[config.mk]
export PLATFORM = sky130hd
export DESIGN_NAME = alu_bw
export DESIGN_NICKNAME = d
export VERILOG_FILES = /design/src/rtl/alu_bw_pkg.sv /design/src/rtl/alu_bw_add.sv /design/src/rtl/alu_bw_and.sv /design/src/rtl/alu_bw_flags.sv /design/src/rtl/alu_bw.sv
export SDC_FILE = /design/constraint.sdc
export NUM_CORES = 1
export LEC_CHECK = 0
export BUFFER_PORTS_ARGS = -buffer_cell sky130_fd_sc_hd__buf_2
export CAP_MARGIN = 20
export CORE_MARGIN = 4
export CORE_UTILIZATION = 51
export CTS_BUF_LIST = sky130_fd_sc_hd__clkbuf_16
export CTS_CLUSTER_DIAMETER = 30
export CTS_CLUSTER_SIZE = 25
export DETAILED_ROUTE_END_ITERATION = 6
export GPL_ROUTABILITY_DRIVEN = 0
export PLACE_DENSITY = 0.86
export SYNTH_ARGS = -nofsm -noshare
export SYNTH_HDL_FRONTEND = slang
export SYNTH_SLANG_ARGS = --single-unit
export TNS_END_PERCENT = 5
[constraint.sdc]
create_clock -name clk -period 3.69 [get_ports clk]
set_input_delay 0.738 -clock clk [delete_from_list [all_inputs] [get_ports clk]]
set_output_delay 0.738 -clock clk [all_outputs]
set_load 0.02 [all_outputs]
[src/rtl/alu_bw_pkg.sv]
package alu_bw_pkg;
  localparam int FLAG_W = 9;
  localparam int FC = 0;  // carry
  localparam int FP = 1;  // parity
  localparam int FA = 2;  // nibble carry
  localparam int FZ = 3;  // zero
  localparam int FS = 4;  // sign
  localparam int FO = 5;  // overflow
  localparam int FD = 6;  // direction
  localparam int FI = 7;  // interrupt enable
  localparam int FT = 8;  // trap

  typedef enum logic {OP_ADD = 1'b0, OP_AND = 1'b1} alu_op_e;
endpackage

[src/rtl/alu_bw_add.sv]
module alu_bw_add #(
  parameter int W  = 16,
  parameter int BW = 8,
  parameter int NW = 4
) (
  input  logic [W-1:0] a,
  input  logic [W-1:0] b,
  input  logic         wide,
  output logic [W-1:0] sum,
  output logic         cy,
  output logic         ov,
  output logic         ac
);
  logic [W:0]  full;
  logic [BW:0] low;
  logic [NW:0] nib;
  logic        a_top, b_top, s_top;

  always_comb begin
    full  = {1'b0, a} + {1'b0, b};
    low   = {1'b0, a[BW-1:0]} + {1'b0, b[BW-1:0]};
    nib   = {1'b0, a[NW-1:0]} + {1'b0, b[NW-1:0]};
    sum   = full[W-1:0];
    a_top = wide ? a[W-1] : a[BW-1];
    b_top = wide ? b[W-1] : b[BW-1];
    s_top = wide ? full[W-1] : full[BW-1];
    cy    = wide ? full[W] : low[BW];
    ov    = (a_top == b_top) && (s_top != a_top);
    ac    = nib[NW];
  end
endmodule

[src/rtl/alu_bw_and.sv]
module alu_bw_and #(
  parameter int W = 16
) (
  input  logic [W-1:0] a,
  input  logic [W-1:0] b,
  output logic [W-1:0] y
);
  genvar i;
  generate
    for (i = 0; i < W; i++) begin : g_bit
      assign y[i] = a[i] & b[i];
    end
  endgenerate
endmodule

[src/rtl/alu_bw_flags.sv]
module alu_bw_flags
  import alu_bw_pkg::*;
#(
  parameter int W  = 16,
  parameter int BW = 8
) (
  input  alu_op_e           op,
  input  logic              wide,
  input  logic [W-1:0]      raw,
  input  logic              add_cy,
  input  logic              add_ov,
  input  logic              add_ac,
  input  logic [FLAG_W-1:0] fin,
  output logic [W-1:0]      res,
  output logic [FLAG_W-1:0] fout
);
  localparam int HW = W - BW;

  always_comb begin
    res  = wide ? raw : {{HW{1'b0}}, raw[BW-1:0]};
    fout = fin;
    fout[FP] = ~^res[BW-1:0];
    fout[FZ] = (res == '0);
    fout[FS] = wide ? res[W-1] : res[BW-1];
    if (op == OP_ADD) begin
      fout[FC] = add_cy;
      fout[FO] = add_ov;
      fout[FA] = add_ac;
    end else begin
      fout[FC] = 1'b0;
      fout[FO] = 1'b0;
      fout[FA] = 1'b0;
    end
  end
endmodule

[src/rtl/alu_bw.sv]
module alu_bw
  import alu_bw_pkg::*;
#(
  parameter int W  = 16,
  parameter int BW = 8,
  parameter int NW = 4
) (
  input  logic              clk,
  input  logic              rst,
  input  logic              in_valid,
  input  logic              op_sel,
  input  logic              wide,
  input  logic [W-1:0]      opa,
  input  logic [W-1:0]      opb,
  input  logic [FLAG_W-1:0] flags_in,
  output logic [W-1:0]      res_out,
  output logic [FLAG_W-1:0] flags_out,
  output logic              done
);
  alu_op_e           op;
  logic [W-1:0]      sum, andv, raw, res_n;
  logic              cy, ov, ac;
  logic [FLAG_W-1:0] fl_n;

  assign op  = alu_op_e'(op_sel);
  assign raw = (op == OP_ADD) ? sum : andv;

  alu_bw_add #(.W(W), .BW(BW), .NW(NW)) u_add (
    .a(opa), .b(opb), .wide(wide), .sum(sum), .cy(cy), .ov(ov), .ac(ac)
  );

  alu_bw_and #(.W(W)) u_and (.a(opa), .b(opb), .y(andv));

  alu_bw_flags #(.W(W), .BW(BW)) u_flags (
    .op(op), .wide(wide), .raw(raw), .add_cy(cy), .add_ov(ov), .add_ac(ac),
    .fin(flags_in), .res(res_n), .fout(fl_n)
  );

  always_ff @(posedge clk) begin
    if (rst) begin
      res_out   <= '0;
      flags_out <= '0;
      done      <= 1'b0;
    end else begin
      done <= in_valid;
      if (in_valid) begin
        res_out   <= res_n;
        flags_out <= fl_n;
      end
    end
  end

  assert_pulse_R10: assert property (@(posedge clk) disable iff (rst)
    in_valid |=> done);
  assert_hold_R10: assert property (@(posedge clk) disable iff (rst)
    !in_valid |=> (!done && $stable(res_out) && $stable(flags_out)));
  assert_and_clears_R4: assert property (@(posedge clk) disable iff (rst)
    (done && $past(op_sel)) |-> (!flags_out[FC] && !flags_out[FO]));
  assert_passthru_R9: assert property (@(posedge clk) disable iff (rst)
    done |-> (flags_out[FT:FD] == $past(flags_in[FT:FD])));
  assert_upper_zero_R3: assert property (@(posedge clk) disable iff (rst)
    (done && !$past(wide)) |-> (res_out[W-1:BW] == '0));
  assert_zero_flag_R8: assert property (@(posedge clk) disable iff (rst)
    done |-> (flags_out[FZ] == (res_out == '0)));
endmodule

==> flow_summary.ini <==
[global_route]
grt_first_pass_wirelength_um = 8045
grt.overflow.total = 0
grt_max_degree = 42
antenna_found_initial = 0
grt_usage_pct = 18.66
grt_pass1_vias = 1944

[floorplanning]
die_area_um2 = 5268
fp.dieH_um = 72.58
core_um2 = 4029
fp.dieW_um = 72.58
io_pins = 72
rows = 23
initial_core_util_pct = 52.80

[clocking]
cts_resized = 0
clk_pin_slew_ps = 60
cts_root_buf = clkbuf_16
cts_tree = built
cts.sinks = 26
clk_latency_ps = 250
numCtsBuffers = 3
clockBufferDepth = 2
ctsHoldBuffers = 0
post_cts_buffers = 0
htree_levels = 1

[run]
max-cap-violations = 0

[timing]
period_share_pct = 88.31
max_slew_margin_pct = 52.36
finClkSkew_ps = 0
setup_viol = 0
maxSlewViolCount = 0
min_period_ps = 3258
final_hold_viol_count = 0
timing.fmax_mhz = 306.9
fin_setup_tns_ps = 0
max_slew.worst_pin.slew_ps = 714.6
rsz0062_at_grt = false

[route]
route.detailed.drc = 0
drtIter0Drc = 77
routed_wl_um = 4925
wl_per_cell_um = 13.95
ant_nets = 0
vias_per_cell = 5.666
first_pass_iters = 4
vias = 2000

[setup_path]
crit_required_ps = 3870
cp_slowest_stage_delay_ps = 450
crit_type = primary input to register
crit_slowest_cell = fa_1
r2r_cells = 2
reg2reg_from = flags_out[3]
worstPathMaxFanout = 3
start_kind = primary input
r2r-end = flags_out[3]
reg2reg_slack_ps = 2770
cp_cell_sequence = buf_2, ha_1, fa_1, a21o_2, a21oi_1, xor2_1, nor2_1, a21oi_1, ha_1, and4b_2, nand3_1, a2111o_1, o31ai_2
crit_arrival_ps = 3430
worst_setup_path_end_kind = register

[power_and_ir_drop]
leakage_nw = 1.154
vdd_drop_max_mv = 0.3277
powerDensity_nw_per_um2 = 359.7
power_w = 0.0008966

[finish]
n_antenna_cell = 0
nFillCells = 360
area_growth_pct = 17.18
fin_util_pct = 61.86
fin_nets = 373
final_layout_size_suffix_gt1_share_pct = 28.71

[yosys]
yosysTopAreaCellShare_pct = 24.47
synth_cell_types = 53
ys_warn_count = 0
synth_edf_count = 0
avgSynthCellArea_um2 = 8.508
ys.flop_type = dfxtp_1
postSynthCellCount = 250
ys_ff_latch = 26
syn-num-nets = 318
synth.top_cells.by_area = dfxtp_1 24%, ha_1 12%, mux2i_1 6.1%
seq_area_frac_synth_pct = 24.47
syn_area_um2 = 2127
yosysTopAreaCell = dfxtp_1
async_flop_share_pct = 0

[min_path]
hp-class = register to register
whs_endpoint = res_out[13]
hp-start = res_out[13]
hold-path-cell-count = 2

[placement]
io_buffers = 65
dp.final_hpwl_um = 3842

[outcome]
status = finished, final reports clean
==> sequential cells by signal (all words and copies together), names as in the netlist <==
| signal | count |
|---|---|
| done | 1 |
| flags_out | 9 |
| res_out | 16 |
==> layout make-up <==
type	instances	area (um2)	share of cell area (%)
tap	50	62.56	2.510
sequential	26	520.5	20.88
timing repair buffer	65	325.3	13.05
clock buffer	3	75.07	3.012
multi-input combinational	205	1494	59.94
inverter	4	15.01	0.6024
==> worst max path at each step <==
stage / startpoint / to / slack, ps / cells after the start
3_3_place_gp: opa[0] / flags_out[3] / 210 / 13
6_report: opa[0] / flags_out[3] / 430 / 13
4_1_cts: opa[0] / flags_out[3] / 420 / 13
3_5_place_dp: opa[0] / flags_out[3] / 170 / 13
5_1_grt: opa[0] / flags_out[3] / 280 / 13
2_1_floorplan: opa[0] / flags_out[3] / 470 / 12
==> kinds of logic (layout without fill, tap and decap cells) <==
group | after synthesis | in the layout | share of synthesized area [%]
simple gates | 79 | 79 | 18.47
compound gates | 75 | 75 | 24.94
flops | 26 | 26 | 24.47
fa+ha+maj | 22 | 22 | 13.29
buf+inv | 19 | 72 | 5.294
xor+xnor | 15 | 15 | 6.882
mux | 14 | 14 | 6.647
==> metrics by stage <==
stage	hold slack (ps)	cell area [um2]	cells	worst slack, ps
final	471.9	2492	353	431.5
after global routing	485.6	2492	353	275.4
after CTS	478.8	2492	353	420.8
after detailed placement	465.5	2417	350	170.9
after global placement	453.2	2417	350	206.3
after floorplan	543.3	2127	250	473.8
==> metal layers <==
layer / GRT usage, % / routed length [um] / up-vias
li1: - / - / 1018
met1: 20.99 / 1998 / 911
met2: 35.27 / 2550 / 61
met3: 4.270 / 295 / 10
met4: 4.303 / 80 / 0
met5: 0 / 0 / -
==> cell usage after synthesis, drive strengths merged (2+ instances only) <==
cell    instances
a211oi         13
a21o            7
a21oi          26
a31o            2
a31oi           2
buf             3
clkbuf         12
dfxtp          26
ha             21
inv             4
mux2i          13
nand2          13
nand2b          7
nand3           8
nand3b          4
nand4           4
nor2           31
nor3            2
o211ai          5
o21ai           9
o21bai          2
o31ai           2
or2             2
xnor2           8
xor2            7
==> report_power, final <==
part	internal, W	leakage [nW]	switching [W]
sequential	0.000302	0.214	0.0000102
clock	0.000143	0.0370	0.0000856
combinational	0.000152	0.904	0.000203
total	0.000598	1.15	0.000299
==> critical path, delay by kind of cell <==
family	cells	cell delay, ps
adders and majority gates	3	850
buffers and inverters	1	110
AOI/OAI and AO/OA	5	1240
xor gates and xnor gates	1	160
and+or+nand+nor	3	330
==> cells in the final DEF (no fill, tap or decap), types with 2 or more instances in the layout <==
cell type	n
nand2b_1	7
nand4_1	4
nor2_1	31
nor3_1	2
nand3_1	8
nand2_1	13
a21oi_1	25
dfxtp_1	26
xnor2_1	8
mux2i_1	13
a211oi_1	12
o21bai_1	2
or2_2	2
a21o_1	4
xor2_2	2
buf_2	65
ha_1	21
clkbuf_16	3
inv_1	4
nand3b_1	4
o21ai_0	7
o211ai_1	5
xor2_1	5
a31oi_1	2
a21o_2	3
Power figures use the tool's default switching activity.
